### src/rtl/wdt_seqkey_pkg.sv
package wdt_seqkey_pkg;

    localparam int unsigned SEL_W    = 3;
    localparam int unsigned DATA_W   = 8;
    localparam int unsigned NUM_SEL  = (1 << SEL_W) - 1;

    localparam logic [DATA_W-1:0] KEY_ARM  = 8'h55;
    localparam logic [DATA_W-1:0] KEY_FIRE = 8'hAA;

    typedef enum logic {
        ADDR_CTRL = 1'b0,
        ADDR_SVC  = 1'b1
    } wdt_addr_e;

    typedef enum logic {
        CAUSE_TIMEOUT = 1'b0,
        CAUSE_BADKEY  = 1'b1
    } wdt_cause_e;

    typedef struct packed {
        logic restart;
        logic bad;
    } key_evt_t;

    // Exponent of the timeout length for a select value (0 when disabled).
    function automatic int unsigned tmo_exp(logic [SEL_W-1:0] s,
                                            int unsigned base,
                                            int unsigned step);
        if (s == '0) return 0;
        return base + step * (32'(s) - 32'd1);
    endfunction

endpackage

### src/rtl/wdt_key_seq.sv
module wdt_key_seq
    import wdt_seqkey_pkg::*;
(
    input  logic              clk,
    input  logic              rst,
    input  logic              svc_wr,
    input  logic [DATA_W-1:0] data,
    input  logic              drop,
    output key_evt_t          evt,
    output logic              armed
);

    logic is_arm, is_fire;

    assign is_arm      = (data == KEY_ARM);
    assign is_fire     = (data == KEY_FIRE);
    assign evt.restart = svc_wr & is_fire & armed;
    assign evt.bad     = svc_wr & ~is_arm & ~is_fire;

    always_ff @(posedge clk) begin
        if (rst) begin
            armed <= 1'b0;
        end else if (drop || evt.bad || evt.restart) begin
            armed <= 1'b0;
        end else if (svc_wr && is_arm) begin
            armed <= 1'b1;
        end
    end

endmodule

### src/rtl/wdt_tick_counter.sv
module wdt_tick_counter #(
    parameter int unsigned CNT_W = 26
) (
    input  logic             clk,
    input  logic             rst,
    input  logic             en,
    input  logic             tick,
    input  logic             clr,
    input  logic [CNT_W-1:0] limit,
    output logic             expire,
    output logic [CNT_W-1:0] count
);

    logic at_end;

    // ">=" so that a lowered limit still expires on the next tick.
    assign at_end = (count >= limit - CNT_W'(1));
    assign expire = en & tick & at_end & ~clr;

    always_ff @(posedge clk) begin
        if (rst) begin
            count <= '0;
        end else if (!en || clr || expire) begin
            count <= '0;
        end else if (tick) begin
            count <= count + CNT_W'(1);
        end
    end

endmodule

### src/rtl/wdt_seqkey.sv
module wdt_seqkey
    import wdt_seqkey_pkg::*;
#(
    parameter int unsigned BASE_EXP = 13,
    parameter int unsigned STEP     = 2
) (
    input  logic        clk,
    input  logic        rst,
    input  logic        wr_en,
    input  logic        wr_addr,
    input  logic [7:0]  wr_data,
    input  logic        tick,
    output logic        rst_req,
    output logic        cause_bad_key
);

    localparam int unsigned CNT_W = BASE_EXP + STEP * (NUM_SEL - 1) + 1;

    logic [SEL_W-1:0] sel_q;
    logic [CNT_W-1:0] limit;
    logic [CNT_W-1:0] count;
    logic             en, svc_wr, ctrl_wr, expire, fire, armed;
    key_evt_t         evt;
    wdt_cause_e       cause_q;

    assign en      = (sel_q != '0);
    assign ctrl_wr = wr_en & (wr_addr == ADDR_CTRL);
    assign svc_wr  = wr_en & (wr_addr == ADDR_SVC) & en;

    always_comb begin
        if (!en) limit = '0;
        else     limit = CNT_W'(1) << tmo_exp(sel_q, BASE_EXP, STEP);
    end

    always_ff @(posedge clk) begin
        if (rst)          sel_q <= '0;
        else if (ctrl_wr) sel_q <= wr_data[SEL_W-1:0];
    end

    wdt_key_seq u_keys (
        .clk    (clk),
        .rst    (rst),
        .svc_wr (svc_wr),
        .data   (wr_data),
        .drop   (expire | ~en),
        .evt    (evt),
        .armed  (armed)
    );

    wdt_tick_counter #(.CNT_W(CNT_W)) u_cnt (
        .clk    (clk),
        .rst    (rst),
        .en     (en),
        .tick   (tick),
        .clr    (evt.restart | evt.bad),
        .limit  (limit),
        .expire (expire),
        .count  (count)
    );

    assign fire = expire | evt.bad;

    always_ff @(posedge clk) begin
        if (rst) begin
            rst_req <= 1'b0;
            cause_q <= CAUSE_TIMEOUT;
        end else begin
            rst_req <= fire;
            if (fire) cause_q <= evt.bad ? CAUSE_BADKEY : CAUSE_TIMEOUT;
        end
    end

    assign cause_bad_key = (cause_q == CAUSE_BADKEY);

endmodule

### config.mk
export PLATFORM = sky130hd
export DESIGN_NAME = wdt_seqkey
export DESIGN_NICKNAME = d
export VERILOG_FILES = /design/src/rtl/wdt_seqkey_pkg.sv /design/src/rtl/wdt_key_seq.sv /design/src/rtl/wdt_tick_counter.sv /design/src/rtl/wdt_seqkey.sv
export SDC_FILE = /design/constraint.sdc
export NUM_CORES = 1
export LEC_CHECK = 0
export ABC_AREA = 1
export BUFFER_PORTS_ARGS = -buffer_cell sky130_fd_sc_hd__buf_2
export CAP_MARGIN = 30
export CORE_AREA = 2 2 76 78
export CTS_BUF_LIST = sky130_fd_sc_hd__clkbuf_16
export DETAILED_ROUTE_END_ITERATION = 7
export DIE_AREA = 0 0 78 80
export HOLD_SLACK_MARGIN = 0.12
export MAX_ROUTING_LAYER = met4
export PLACE_DENSITY_LB_ADDON = 0.15
export SETUP_SLACK_MARGIN = 0.02
export SKIP_LAST_GASP = 1
export SLEW_MARGIN = 5
export SYNTH_ARGS = -nofsm -noshare
export SYNTH_HDL_FRONTEND = slang
export SYNTH_SLANG_ARGS = --single-unit
export TNS_END_PERCENT = 30
### constraint.sdc
create_clock -name clk -period 3.3 [get_ports clk]
set_input_delay 0.66 -clock clk [delete_from_list [all_inputs] [get_ports clk]]
set_output_delay 0.66 -clock clk [all_outputs]
set_load 0.05 [all_outputs]
==> metrics.cfg, run 1 <==
[drt]
ant_nets=0
vias=2775
totalWireLength_um=7111
first_iter_violations=136
routedWlPerCell_um=13.07
vias_per_cell=5.101
first_pass_iters=4
route.detailed.drc=0

[pwr]
power.density_mw_per_mm2=369.5
max-vdd-ir-drop_mv=0.3121
fin_total_pwr_mw=1.395
leakage_nw=1.679

[worst_hold_path]
worstHoldStart=u_keys.armed$_SDFFE_PP0P_
min_path_cells=2
hp-class=flop to flop
min_to=u_keys.armed$_SDFFE_PP0P_

[floorplan]
start_util_pct=53.89
die_w_um=78
ios=15
die_area_mm2=0.006240
core_mm2=0.005405
rows=27
fp.dieH_um=80

[finish]
postLayoutCoreUtil_pct=69.86
drive_above_1_share_pct=31.57
final_nets=519
area_growth_syn_to_layout_pct=29.64
antennaDiodeCount=0

[timing]
grt_setup_unrepaired=true
period_needed_ns=3.264
finalSetupViolCount=0
skew_ns=0.004378
fin_ws_ns=0.03650
clock.fmax_mhz=306.4
hold_viol_final=0
drv_slew=0
hold_slack_ns=0.4647
finalCritPeriodShare_pct=98.89

[logic_synthesis]
ys_seq_area_share_pct=21.99
syn_area_mm2=0.002913
synth_warnings=0
yosys.cell_types.count=43
synth.avg_cell_area_um2=6.902
ys_ff_latch=32
syn-instance-count=422

[clock_tree]
path_clk_slew_ns=0.05
clkLatencyLatePin_ns=0.28
hold_buffers=0
cts_tree=done
root_buffer=clkbuf_16
clockBufferDepth=2
htreeDepth=2
clock-sinks=32
cts_buffers=5

[global_route]
grtUsageTotal_pct=23.93
grt_pass1_wl_um=11580
grt_max_degree=16
grt_pass1_vias=2602
antenna_found_initial=0
grt_overflow=0

[critical_path]
r2r_slack_ns=0.04
cp.arrival_ns=3.47
crit_path_max_incr_delay_ns=0.34
r2r_start=sel_q[0]$_SDFFE_PP0P_
r2r-end=u_cnt.count[0]$_SDFFE_PP0P_
crit_fanout=7
slowest_stage=dfxtp_2
cp-end-kind=flop
worst-path-buf-inv=5
rr_worst_depth=23
required_ns=3.51
startpoint_type=flop
crit_family=simple AND/OR/NAND/NOR gates
path_cells=inv_4, ha_4, xnor2_4, ha_4, or2_4, nand3_4, inv_1, nor2_4, nor2_2, nand2_2, inv_2, nand2_1, ha_1, nand2_2, a21oi_1, nor2_1, nand3_1, nand2_1, inv_2, o21bai_4, nand2_4, clkbuf_16, nor2_1
crit_type=flop to flop

[place]
dpl.hpwl_um=5383
gp_congestion=0.8513
pre_cts_ws_ns=-0.03969
port_buffers=14

[run]
cap_violations=0

[run_status]
status=complete, no violations

[worst register-to-register path, cell delays in order (launching register included)]
cell,delay (ns)
dfxtp_2,0.34
inv_4,0.05
ha_4,0.17
xnor2_4,0.18
ha_4,0.16
or2_4,0.12
nand3_4,0.11
inv_1,0.25
nor2_4,0.07
nor2_2,0.15
nand2_2,0.09
inv_2,0.07
nand2_1,0.05
ha_1,0.31
nand2_2,0.12
a21oi_1,0.05
nor2_1,0.09
nand3_1,0.12
nand2_1,0.12
inv_2,0.05
o21bai_4,0.13
nand2_4,0.12
clkbuf_16,0.19
nor2_1,0.08
[cells in the final DEF, fill, tap and decap left out, types with 9 or more instances in the layout]
master and instances:
a21oi_1 9, buf_2 14, buf_4 28, dfxtp_1 29, ha_1 27, inv_1 42, nand2_1 92, nand2_2 19
nand3_1 28, nor2_1 43, nor2_2 15, nor2_4 10, xnor2_1 9, xor2_1 13
[cell usage after synthesis (all sizes together)]
master  instances  share of area [%]
xor2           13                3.9
ha             35                 15
o21bai          3                1.2
nand3          35                7.0
nor4            1               0.21
o211ai          1               0.26
o311a           1               0.34
a211oi          3               0.77
nand4           8                2.2
a21o            1               0.26
or2             3               0.64
a21oi          17                3.4
xnor2          10                3.3
o21ai           3               0.77
clkinv          1               0.30
inv            55                7.2
nor3            9                1.7
o311ai          1               0.30
conb            1               0.13
nand2         115                 17
dfxtp          32                 22
nor2           68                 10
nand3b          1               0.26
buf             5                1.8
[layout make-up]
type | instances | area [um^2]
clock buffers | 5 | 125.1
clock inverters | 3 | 37.54
fillers | 467 | 1629
inverters | 56 | 227.7
multi-input cells | 330 | 2281
flip-flops and latches | 32 | 644.4
well taps | 72 | 90.09
repair buffers | 46 | 370.4
[sequential cells by signal, indices dropped and copies added, names as in the netlist]
| name | cells |
|---|---|
| u_cnt.count | 26 |
| cause_bad_key | 1 |
| sel_q | 3 |
| u_keys.armed | 1 |
| rst_req | 1 |
[routing by layer]
metal	track usage, %	part of all wire (%)	wire (um)	up-vias
met4	4.035	0.46	33	0
li1	-	-	-	1445
met3	4.186	3.5	252	6
met2	43.45	52	3711	58
met1	28.21	44	3114	1266
met5	-	0	0	-
[cells by family (layout without fill, tap and decap cells)]
kind of cell               Yosys count  count (layout)  share of synthesized area (%)
DFF                                 32              32                          21.99
buffers and inverters               61             110                          9.278
and+or+nand+nor                    240             240                          39.09
AOI/OAI and AO/OA                   30              30                          7.303
xor gates and xnor gates            23              23                          7.174
other                                1               2                         0.1287
adders and majority gates           35              35                          15.03
[timing repair]
item,4_1_cts,5_1_grt
setup endpoints to repair,28,29
gates resized for setup,7,55
pin swaps,4,32
hold endpoints to repair,0,0
setup buffers,3,2
gates cloned,0,2
[power breakdown]
| group | switching, mW | internal (mW) |
|---|---|---|
| logic | 0.276 | 0.208 |
| clock network | 0.164 | 0.350 |
| registers | 0.00512 | 0.392 |
[stage by stage]
step | setup TNS, ns | std cells | instance area [um^2]
2_1_floorplan | 0 | 423 | 2962
3_3_place_gp | 0 | 529 | 3282
3_5_place_dp | -0.3797 | 529 | 3282
4_1_cts | 0 | 540 | 3505
5_1_grt | -4.284 | 544 | 3776
6_report | 0 | 544 | 3776
[worst max path at each step]
stage / startpoint / to / slack [ns] / depth (start not counted)
floorplan: sel_q[0]$_SDFFE_PP0P_ / u_cnt.count[19]$_SDFFE_PP0P_ / 0.03 / 27
global placement: sel_q[1]$_SDFFE_PP0P_ / u_cnt.count[23]$_SDFFE_PP0P_ / 0.03 / 25
detailed placement: sel_q[1]$_SDFFE_PP0P_ / u_cnt.count[20]$_SDFFE_PP0P_ / -0.04 / 26
CTS: sel_q[0]$_SDFFE_PP0P_ / u_cnt.count[18]$_SDFFE_PP0P_ / 0.02 / 28
global route: sel_q[1]$_SDFFE_PP0P_ / u_cnt.count[25]$_SDFFE_PP0P_ / -0.16 / 23
finish: sel_q[0]$_SDFFE_PP0P_ / u_cnt.count[0]$_SDFFE_PP0P_ / 0.04 / 23
Power figures use the tool's default switching activity.
==> inputs of run 2 (changes only) <==
--- a/config.mk
+++ b/config.mk
@@ -12,6 +12,7 @@
 export CTS_BUF_LIST = sky130_fd_sc_hd__clkbuf_16
 export DETAILED_ROUTE_END_ITERATION = 7
 export DIE_AREA = 0 0 78 80
+export GPL_TIMING_DRIVEN = 0
 export HOLD_SLACK_MARGIN = 0.12
 export MAX_ROUTING_LAYER = met4
 export PLACE_DENSITY_LB_ADDON = 0.15
==> metrics.cfg, run 2 (same netlist as run 1, synthesis figures left out) <==
[run_status]
status=finished, violations left
failed_checks=negative setup slack

[drt]
totalWireLength_um=6631
vias_per_cell=5.051
ant_nets=0
route.detailed.drc=0
first_pass_iters=4
routedWlPerCell_um=12.42
first_iter_violations=117
vias=2697

[critical_path]
required_ns=3.46
crit_fanout=7
crit_type=flop to flop
rr_worst_depth=24
path_cells=inv_6, ha_4, xnor2_4, ha_4, inv_2, nand2_4, clkinv_4, nor2_4, buf_4, o21ai_4, nand2_1, nor2_2, nand3_1, ha_1, nand2_1, nor2_2, nand2_1, nor2_1, nand2_1, inv_2, o21bai_4, nand2_4, buf_8, nor2_1
crit_path_start=sel_q[0]$_SDFFE_PP0P_
crit_path_max_incr_delay_ns=0.36
r2r_slack_ns=-0.05
slowest_stage=dfxtp_4
startpoint_type=flop
cp-end-kind=flop
worst_path_most_repeated_cell=nand2_1
endpoint=u_cnt.count[6]$_SDFFE_PP0P_
cp.arrival_ns=3.51
r2r-end=u_cnt.count[6]$_SDFFE_PP0P_
r2r_start=sel_q[0]$_SDFFE_PP0P_

[place]
placed_cell_area_mm2=0.003117
gp_congestion=0.8594
port_buffers=13
pre_cts_ws_ns=-0.4052
dpl.hpwl_um=5099

[clock_tree]
root_buffer=clkbuf_16
cts_tree=done
clockBufferDepth=2
path_clk_slew_ns=0.05
clkLatencyLatePin_ns=0.27
clock-sinks=32
htreeDepth=2
cts_buffers=5

[finish]
area_growth_syn_to_layout_pct=23.54
antennaDiodeCount=0
reg_top3=u_cnt.count (26), sel_q (3)
final_cell_area_mm2=0.003598
layout_commonest_cell=nand2_1
largest_reg_flops=26
regMostFlops=u_cnt.count
final_cell_mix=nand2_1 (103), nor2_1 (45), inv_1 (43)
drive_above_1_share_pct=25.54
final_nets=509

[global_route]
grtUsageTotal_pct=23.37
grt_pass1_vias=2574
antenna_found_initial=0
grt_overflow=0
grt_max_degree=11
grt_pass1_wl_um=11350

[pwr]
power.density_mw_per_mm2=369.7
leakage_nw=1.632
max-vdd-ir-drop_mv=0.3439
fin_total_pwr_mw=1.330

[timing]
hold_viol_final=0
drv_slew=0
finalSetupViolCount=23
finalCritPeriodShare_pct=101.6
fin_ws_ns=-0.05279
clock.fmax_mhz=298.3
skew_ns=0.008057
period_needed_ns=3.353
grt_setup_unrepaired=true

[floorplan]
core_mm2=0.005405
die_w_um=78
fp.dieH_um=80
ios=15
start_util_pct=53.89
rows=27
die_area_mm2=0.006240

[run]
cap_violations=0

[worst_hold_path]
hp-class=flop to flop

[run 2: changes by cell type in the layout (fill, tap and decap cells not counted), sizes merged]
| cell | delta |
|---|---|
| inv | +1 |
| nand2 | +1 |
| buf | -9 |
| clkinv | -1 |
| clkbuf | -2 |
[run 2: worst min-delay path by stage]
stage                                     from                    endpoint  cells after the start
global route         u_keys.armed$_SDFFE_PP0P_   u_keys.armed$_SDFFE_PP0P_                      2
CTS                  u_keys.armed$_SDFFE_PP0P_   u_keys.armed$_SDFFE_PP0P_                      2
floorplan            u_keys.armed$_SDFFE_PP0P_   u_keys.armed$_SDFFE_PP0P_                      2
finish               u_keys.armed$_SDFFE_PP0P_   u_keys.armed$_SDFFE_PP0P_                      2
detailed placement  cause_bad_key$_SDFFE_PP0P_  cause_bad_key$_SDFFE_PP0P_                      2
global placement    cause_bad_key$_SDFFE_PP0P_  cause_bad_key$_SDFFE_PP0P_                      2
[run 2: final cells by class]
| cell class | count | area, um^2 |
|---|---|---|
| sequential | 32 | 646.9 |
| tap | 72 | 90.09 |
| clock buffer | 5 | 125.1 |
| timing repair buffer | 31 | 231.5 |
| fill | 483 | 1807 |
| inverter | 56 | 227.7 |
| clock inverter | 3 | 38.79 |
| multi-input combinational | 331 | 2193 |
| buffer | 4 | 45.04 |
[run 2: worst max-delay path: cells and delay by family (launching register included)]
kind,cells,cell delay [ns]
simple gates,12,1.17
fa+ha+maj,3,0.69
buf+inv,6,0.57
flops,1,0.36
compound gates,2,0.24
xor+xnor,1,0.18
[run 2: where the power goes]
group,switching [mW],internal [mW]
sequential,0.00542,0.392
clock,0.160,0.351
combinational,0.250,0.171
[run 2: stage by stage]
step                      TNS [ns]  util [%]  hold slack (ns)  cells
final                      -0.5555     66.57           0.4591    534
after global routing        -6.784     66.57           0.4780    534
after CTS                   -1.965     65.39           0.4607    535
after detailed placement    -9.592     57.66           0.4566    508
after global placement      -8.105     57.66           0.4481    508
after floorplan                  0         -           0.4319    423
[run 2: timing repair]
item | 4_1_cts | 5_1_grt
buffers inserted | 16 | 0
hold endpoints to repair | 0 | 0
pin swaps | 19 | 12
cloned | 3 | 0
gates resized for setup | 30 | 18
setup endpoints to repair | 29 | 29
hold buffers | 0 | 0
[run 2: per-layer routing]
metal  up-vias  share of wire (%)  GRT usage [%]
met5         -                  0              -
met4         0               0.75          3.333
met3         4                3.6          4.412
met2        47                 49          42.07
met1      1214                 46          27.85
li1       1432                  -              -
